--- src/rtl/dec_pkg.sv ---
package dec_pkg;
    localparam int DW    = 4;
    localparam int SEQ_W = 8;
    localparam int SRC_W = 2;
    localparam int CNT_W = $clog2(DW + 1);
    localparam int IDX_W = $clog2(DW);

    typedef struct packed {
        logic             squashed;
        logic             pred_taken;
        logic             is_ctrl;
        logic [SRC_W-1:0] src_cnt;
        logic [SEQ_W-1:0] seq;
    } slot_t;

    typedef struct packed {
        logic [CNT_W-1:0] cnt;
        slot_t [DW-1:0]   slot;
    } group_t;

    typedef struct packed {
        logic             pred_taken;
        logic             is_ctrl;
        logic             can_issue;
        logic [SRC_W-1:0] src_cnt;
        logic [SEQ_W-1:0] seq;
    } uop_t;

    typedef enum logic [1:0] {
        ST_RUN     = 2'd0,
        ST_BLOCKED = 2'd1,
        ST_UNBLOCK = 2'd2
    } state_e;
endpackage

--- src/rtl/dec_skid_fifo.sv ---
module dec_skid_fifo
    import dec_pkg::*;
#(
    parameter  int DEPTH = 2,
    localparam int LVL_W = $clog2(DEPTH + 1),
    localparam int PTR_W = (DEPTH > 1) ? $clog2(DEPTH) : 1
) (
    input  logic             clk,
    input  logic             rst_n,
    input  logic             clear,
    input  logic             push,
    input  logic             pop,
    input  group_t           wr_grp,
    output group_t           head,
    output logic [LVL_W-1:0] level,
    output logic             full,
    output logic             empty
);
    group_t           mem [DEPTH];
    logic [PTR_W-1:0] rd_q, wr_q;
    logic [LVL_W-1:0] lvl_q;
    logic             do_pop, do_push;

    function automatic logic [PTR_W-1:0] wrap_inc(input logic [PTR_W-1:0] p);
        return (p == PTR_W'(DEPTH - 1)) ? '0 : p + 1'b1;
    endfunction

    assign empty   = (lvl_q == '0);
    assign full    = (lvl_q == LVL_W'(DEPTH));
    assign level   = lvl_q;
    assign head    = mem[rd_q];
    assign do_pop  = pop && !empty;
    assign do_push = push && (!full || do_pop);

    always_ff @(posedge clk) begin
        if (do_push && !clear) mem[wr_q] <= wr_grp;
    end

    always_ff @(posedge clk) begin
        if (!rst_n || clear) begin
            rd_q  <= '0;
            wr_q  <= '0;
            lvl_q <= '0;
        end else begin
            if (do_push) wr_q <= wrap_inc(wr_q);
            if (do_pop)  rd_q <= wrap_inc(rd_q);
            lvl_q <= lvl_q + LVL_W'(do_push) - LVL_W'(do_pop);
        end
    end
endmodule

--- src/rtl/dec_repack.sv ---
module dec_repack
    import dec_pkg::*;
(
    input  group_t           grp,
    output uop_t [DW-1:0]    uops,
    output logic [CNT_W-1:0] cnt,
    output logic             err
);
    logic [CNT_W-1:0] wr;

    always_comb begin
        uops = '0;
        err  = 1'b0;
        wr   = '0;
        for (int i = 0; i < DW; i++) begin
            if (CNT_W'(i) < grp.cnt && !grp.slot[i].squashed) begin
                uops[wr[IDX_W-1:0]].seq        = grp.slot[i].seq;
                uops[wr[IDX_W-1:0]].src_cnt    = grp.slot[i].src_cnt;
                uops[wr[IDX_W-1:0]].is_ctrl    = grp.slot[i].is_ctrl;
                uops[wr[IDX_W-1:0]].pred_taken = grp.slot[i].pred_taken;
                uops[wr[IDX_W-1:0]].can_issue  = (grp.slot[i].src_cnt == '0);
                if (grp.slot[i].pred_taken && !grp.slot[i].is_ctrl) err = 1'b1;
                wr = wr + 1'b1;
            end
        end
        cnt = wr;
    end
endmodule

--- src/rtl/dec_stage.sv ---
module dec_stage
    import dec_pkg::*;
#(
    parameter  int SKID_DEPTH = 2,
    localparam int LVL_W      = $clog2(SKID_DEPTH + 1)
) (
    input  logic                  clk,
    input  logic                  rst_n,
    input  logic                  squash_i,
    input  logic                  stall_rename_i,
    input  logic                  stall_exec_i,
    input  logic                  stall_commit_i,
    input  logic [CNT_W-1:0]      fe_cnt_i,
    input  logic [DW-1:0]         fe_squashed_i,
    input  logic [DW-1:0]         fe_pred_i,
    input  logic [DW-1:0]         fe_ctrl_i,
    input  logic [DW*SRC_W-1:0]   fe_src_i,
    input  logic [DW*SEQ_W-1:0]   fe_seq_i,
    output logic                  fe_stall_o,
    output logic [CNT_W-1:0]      rn_cnt_o,
    output logic [DW*SEQ_W-1:0]   rn_seq_o,
    output logic [DW*SRC_W-1:0]   rn_src_o,
    output logic [DW-1:0]         rn_ctrl_o,
    output logic [DW-1:0]         rn_pred_o,
    output logic [DW-1:0]         rn_ready_o,
    output logic                  mispred_o,
    output logic [1:0]            state_o
);
    typedef struct packed {
        state_e           st;
        logic [CNT_W-1:0] cnt;
        uop_t [DW-1:0]    uops;
        logic             err;
    } regs_t;

    regs_t            r_d, r_q;
    group_t           fe_grp, skid_head, rp_src;
    uop_t [DW-1:0]    rp_uops;
    logic [CNT_W-1:0] rp_cnt;
    logic             rp_err;
    logic [LVL_W-1:0] skid_lvl;
    logic             skid_full, skid_empty;
    logic             push, pop, clr, take, push_ok, any_stall, fe_nz;

    always_comb begin
        fe_grp.cnt = fe_cnt_i;
        for (int i = 0; i < DW; i++) begin
            fe_grp.slot[i].squashed   = fe_squashed_i[i];
            fe_grp.slot[i].pred_taken = fe_pred_i[i];
            fe_grp.slot[i].is_ctrl    = fe_ctrl_i[i];
            fe_grp.slot[i].src_cnt    = fe_src_i[i*SRC_W +: SRC_W];
            fe_grp.slot[i].seq        = fe_seq_i[i*SEQ_W +: SEQ_W];
        end
    end

    assign any_stall = stall_rename_i | stall_exec_i | stall_commit_i;
    assign fe_nz     = (fe_cnt_i != '0);
    assign rp_src    = (r_q.st == ST_UNBLOCK) ? skid_head : fe_grp;

    dec_repack i_repack (
        .grp  (rp_src),
        .uops (rp_uops),
        .cnt  (rp_cnt),
        .err  (rp_err)
    );

    dec_skid_fifo #(.DEPTH(SKID_DEPTH)) i_skid (
        .clk    (clk),
        .rst_n  (rst_n),
        .clear  (clr),
        .push   (push),
        .pop    (pop),
        .wr_grp (fe_grp),
        .head   (skid_head),
        .level  (skid_lvl),
        .full   (skid_full),
        .empty  (skid_empty)
    );

    always_comb begin
        r_d      = r_q;
        r_d.cnt  = '0;
        r_d.uops = '0;
        r_d.err  = 1'b0;
        push     = 1'b0;
        pop      = 1'b0;
        clr      = 1'b0;
        take     = 1'b0;
        push_ok  = 1'b0;
        if (squash_i) begin
            clr    = 1'b1;
            r_d.st = ST_RUN;
        end else begin
            unique case (r_q.st)
                ST_RUN: begin
                    if (any_stall) begin
                        r_d.st = ST_BLOCKED;
                        push   = fe_nz;
                    end else begin
                        take = fe_nz;
                    end
                end
                ST_BLOCKED: begin
                    push = fe_nz;
                    if (!any_stall) r_d.st = ST_UNBLOCK;
                end
                ST_UNBLOCK: begin
                    push = fe_nz;
                    if (any_stall) begin
                        r_d.st = ST_BLOCKED;
                    end else begin
                        pop     = !skid_empty;
                        take    = !skid_empty;
                        push_ok = push && (!skid_full || pop);
                        if (skid_lvl - LVL_W'(pop) + LVL_W'(push_ok) == '0)
                            r_d.st = ST_RUN;
                    end
                end
                default: r_d.st = ST_RUN;
            endcase
        end
        if (take) begin
            r_d.cnt  = rp_cnt;
            r_d.uops = rp_uops;
            r_d.err  = rp_err;
        end
    end

    always_ff @(posedge clk) begin
        if (!rst_n) begin
            r_q    <= '0;
            r_q.st <= ST_RUN;
        end else begin
            r_q <= r_d;
        end
    end

    always_comb begin
        for (int i = 0; i < DW; i++) begin
            rn_seq_o[i*SEQ_W +: SEQ_W] = r_q.uops[i].seq;
            rn_src_o[i*SRC_W +: SRC_W] = r_q.uops[i].src_cnt;
            rn_ctrl_o[i]  = r_q.uops[i].is_ctrl;
            rn_pred_o[i]  = r_q.uops[i].pred_taken;
            rn_ready_o[i] = r_q.uops[i].can_issue;
        end
    end

    assign rn_cnt_o   = r_q.cnt;
    assign mispred_o  = r_q.err;
    assign state_o    = r_q.st;
    assign fe_stall_o = skid_full;
endmodule


--- config.mk ---
export PLATFORM = sky130hd
export DESIGN_NAME = dec_stage
export DESIGN_NICKNAME = d
export VERILOG_FILES = /design/src/rtl/dec_pkg.sv /design/src/rtl/dec_skid_fifo.sv /design/src/rtl/dec_repack.sv /design/src/rtl/dec_stage.sv
export SDC_FILE = /design/constraint.sdc
export NUM_CORES = 1
export LEC_CHECK = 0
export ABC_CLOCK_PERIOD_IN_PS = 9300
export BUFFER_PORTS_ARGS = -buffer_cell sky130_fd_sc_hd__buf_2
export CORE_MARGIN = 2
export CORE_UTILIZATION = 42
export DETAILED_ROUTE_END_ITERATION = 7
export GPL_TIMING_DRIVEN = 0
export PLACE_DENSITY_LB_ADDON = 0.12
export SLEW_MARGIN = 20
export SYNTH_ARGS = -nofsm -noshare
export SYNTH_HDL_FRONTEND = slang
export SYNTH_HIERARCHICAL = 1
export SYNTH_SLANG_ARGS = --single-unit
--- constraint.sdc ---
create_clock -name clk -period 9.3 [get_ports clk]
set_input_delay 1.86 -clock clk [delete_from_list [all_inputs] [get_ports clk]]
set_output_delay 1.86 -clock clk [all_outputs]
set_load 0.01 [all_outputs]
==> impl_summary.txt <==
----------------------------------------------------
[Detailed routing]
  ANT nets after route ... 0
  Vias per inst ... about 5.3
  Routed metal-1 wirelength ... between 9000 and 10000 um
  Average wire per cell in the routed design ... 19.9 um
  Topmost layer with routed signal wires ... met4
  Sum of met3 wire segment lengths after detailed routing ... approximately 1100 um
  Total via count after detailed routing ... between 5000 and 6000
  Count of TritonRoute iterations in the first routing pass ... 5
  Number of DRC violations after detailed routing ... 0
  Detailed router's first-iteration violation count ... 448
  Routed wire length ... 20600 um
  Routed wl met2 ... just under 10000 um

[Clock tree]
  Post-CTS Setup Inserts ... 0
  Cts bufs inserted ... 17
  Worst-skew pair later-pin latency ... between 0.4 and 0.5 ns
  CTS tree ... yes
  Number of H-tree branching levels ... 4
  Clock tree buffer depth ... 2
  Clk pin slew, worst setup/hold paths ... approximately 0.070 ns
  Sinks on Clock Net ... roughly 170
  Post_cts resized ... 0
  Total of hold buffers inserted after clock tree synthesis ... 0
  Master cell of the clock root buffer ... clkbuf_16

[Placed design]
  Detailed-placement wirelength estimate ... about 16000 um
  Placed cells ... between 1000 and 1500
  Post-Place Cell Area ... approximately 9000 um^2
  IO Port Bufs ... about 120
  Final Wtd Congestion ... 0.894
  Pre-CTS WS ... between 4 and 5 ns

[Logic synthesis]
  Count of state elements after synthesis ... 173
  Sequential fraction of the synthesis area ... 57.2%
  Total nets after synthesis ... 710
  Mapped Avg Cell Area ... ~13 um^2
  Total of warnings raised by yosys ... 6
  Share of synthesized flip-flops with an asynchronous set or reset ... 0%
  Synthesized-area fraction occupied by xor and xnor cells ... less than 1%
  Largest family of logic cells by synthesized area ... multiplexers
  Proportion of netlist area held by the largest area contributor ... about 41%
  Cell types occupying the most area after synthesis ... edfxtp_1, dfxtp_1, mux2_2, and2_1, nand2_1
  Area fraction in compound gates after synthesis ... 8.42%
  Most used standard cells in the synthesized netlist ... mux2_2, edfxtp_1, nand2_1
  Post-synthesis share of cell area spent on full adders, half adders and majority gates ... under 10%
  Most frequent cell after synthesis ... mux2_2
  Post-synthesis instance area ... 7980 um^2
  Post-synthesis mux area share ... 15.9%
  Post-synth top area cell ... edfxtp_1
  Post-synthesis share of cell area spent on and, or, nand and nor gates ... a little under an eighth
  Number of cells produced by synthesis ... 635
  Most frequently used flop master after synthesis ... edfxtp_1
  Number of enable-type register cells in the synthesized netlist ... 110
  Number of distinct library cells after synthesis ... 52

[GRT]
  Vias in the first global route ... ~5500
  Global-route wire length before repair ... slightly above 30000 um
  Overall fraction of global-route tracks in use ... approximately a fifth
  Largest net degree at the start of global routing ... 17
  Initial antenna violation count ... 0
  Remaining global-route overflow ... 0

[STA]
  PnR worst setup slack ... roughly 4.2 ns
  Fin crit period ... around 5.1 ns
  Total count of hold-check failures in the final report ... 0
  Final clock skew ... 0.00831 ns
  Worst rel slew slack ... ~32%
  Unrepaired setup endpoints after global routing ... false
  Slew at the pin closest to its max-slew limit ... 1.01 ns
  Fmax ... between 150 and 200 MHz
  Share of the clock period used by the worst path ... between 50% and 60%
  Fin. max-slew vios ... 0
  Endpoints failing setup ... 0
  Hold slack final ... about 0.51 ns

[Floorplan]
  Die outline area ... between 20000 and 25000 um^2
  I/O pins ... 120
  Die height ... 142 um
  Die outline width ... ~140 um
  Starting Density ... between 40% and 50%
  Std cell rows ... 50
  Core box area ... 18600 um^2

[Layout]
  Relative area change from synthesis to final layout ... 20.5%
  Fraction of final layout cells sized beyond drive strength 1 ... approximately two fifths
  Finished layout cell area ... a little under 10000 um^2
  Number of nets in the finished design ... between 800 and 900
  Non-filler cells in the finished layout ... just over 1000
  Core utilization of the finished layout ... between 50 and 60%
  Diodes inserted ... 0

[Setup path]
  Element type at the critical path end ... flip-flop
  Arrival time at the worst endpoint ... 5.44 ns
  Ordered list of cells on the worst path ... inv_1 -> ha_1 -> clkbuf_1 -> buf_2 -> mux2_2 -> nor3_1 -> nor2_1 -> buf_6 -> ha_1 -> xnor2_1 -> inv_1 -> ha_1 -> a211o_1 -> a21oi_2 -> buf_6 -> a221o_1 -> and2_1
  Endpoint required time on the critical path ... 9.67 ns
  Worst path most repeated cell ... ha_1
  Slowest library cell on the worst path ... clkbuf_1
  Kind of launch point of the worst setup path ... flip-flop
  Crit-path max cell delay ... ~0.52 ns
  Type of the setup path with the least slack ... reg -> reg
  Crit path max fanout ... 10

[Pwr]
  Peak supply drop ... around 0.13 mV
  Static Leak ... between 3 and 4 nW
  Areal power density over the cells ... approximately 180 nW/um^2

[Flow run]
  Max Cap Violations ... 0

[Run status]
  Status ... complete, no violations

[Worst hold path]
  Type of the tightest min-delay check ... reg -> reg

----------------------------------------------------
-- kinds of logic (layout without fill, tap and decap cells) --
kind of cell             Yosys count  count (layout)
flip-flops                       173             173
AND/OR/NAND/NOR                  180             180
adder cells (fa/ha/maj)           14              14
AO/OA/AOI/OAI                     99              99
multiplexers                     113             113
XOR/XNOR                           7               7
buffers and inverters             49             214
-- critical path: cells and delay by family (launching register included) --
family | cells | cell delay [ns]
XOR/XNOR | 1 | 0.41
AND/OR/NAND/NOR | 3 | 0.73
buffers and inverters | 6 | 1.53
AO/OA/AOI/OAI | 3 | 0.65
flip-flops | 1 | 0.36
adder cells (fa/ha/maj) | 3 | 0.91
multiplexers | 1 | 0.42
-- layout by cell type (no fill, tap or decap), drive strengths merged, types with 4 or more instances in the layout --
| cell type | netlist | final |
|---|---|---|
| a21oi | 4 | 4 |
| dfxtp | 63 | 63 |
| and3 | 12 | 12 |
| nor2 | 16 | 16 |
| o21ai | 51 | 51 |
| bufinv | 0 | 4 |
| a221oi | 12 | 12 |
| ha | 14 | 14 |
| a221o | 12 | 12 |
| and2 | 60 | 60 |
| nand2b | 4 | 4 |
| o22ai | 6 | 6 |
| nor3 | 6 | 6 |
| clkinv | 0 | 5 |
| inv | 13 | 16 |
| clkbuf | 8 | 26 |
| edfxtp | 110 | 110 |
| mux2 | 112 | 112 |
| buf | 28 | 161 |
| nand2 | 66 | 66 |
-- worst paths after layout --
path                   to  depth (start not counted)         from  slack [ns]
min           i_skid/rd_q                          2  i_skid/rd_q        0.51
max reg2reg  rn_ctrl_o[1]                         17   state_o[0]        4.23
max          rn_ctrl_o[1]                         17   state_o[0]        4.23
min reg2reg   i_skid/rd_q                          2  i_skid/rd_q        0.51
-- registers in the layout, indices dropped and copies added, names as in the netlist, named ones only --
register / flops
rn_cnt_o: 3
rn_ctrl_o: 4
rn_seq_o: 32
rn_src_o: 8
rn_ready_o: 4
state_o: 2
i_skid/rd_q: 1
i_skid/mem: 110
i_skid/level: 2
mispred_o: 1
rn_pred_o: 4
i_skid/wr_q: 1
-- per-layer routing --
metal  GRT usage [%]  vias up
met1            27.6     2622
met5               0        -
met2            34.7      177
met4            7.47        0
met3            3.61       27
li1                -     2622
-- metrics by stage --
step | setup TNS (ns) | power (W)
floorplan | 0 | 0.000972
CTS | 0 | 0.00178
global placement | -56.17 | 0.00104
finish | 0 | 0.00177
global route | 0 | 0.00183
detailed placement | 0 | 0.00104
-- area by class of cell --
type / count / area, um^2
fillers: 1629 / 9040
plain buffers: 36 / 218
clock inverters: 14 / 191
flip-flops and latches: 173 / 4560
well taps: 234 / 293
repair buffers: 133 / 708
multi-input cells: 413 / 3150
clock buffers: 18 / 429
inverters: 13 / 48.8
-- where the power goes --
group	switching (W)	internal (W)	total, W	leakage [nW]
sequential	0.00000465	0.000836	0.000840	1.51
combinational	0.000108	0.0000761	0.000184	2.06
clock	0.000298	0.000450	0.000748	0.296
(Power assumes the default switching activity.)
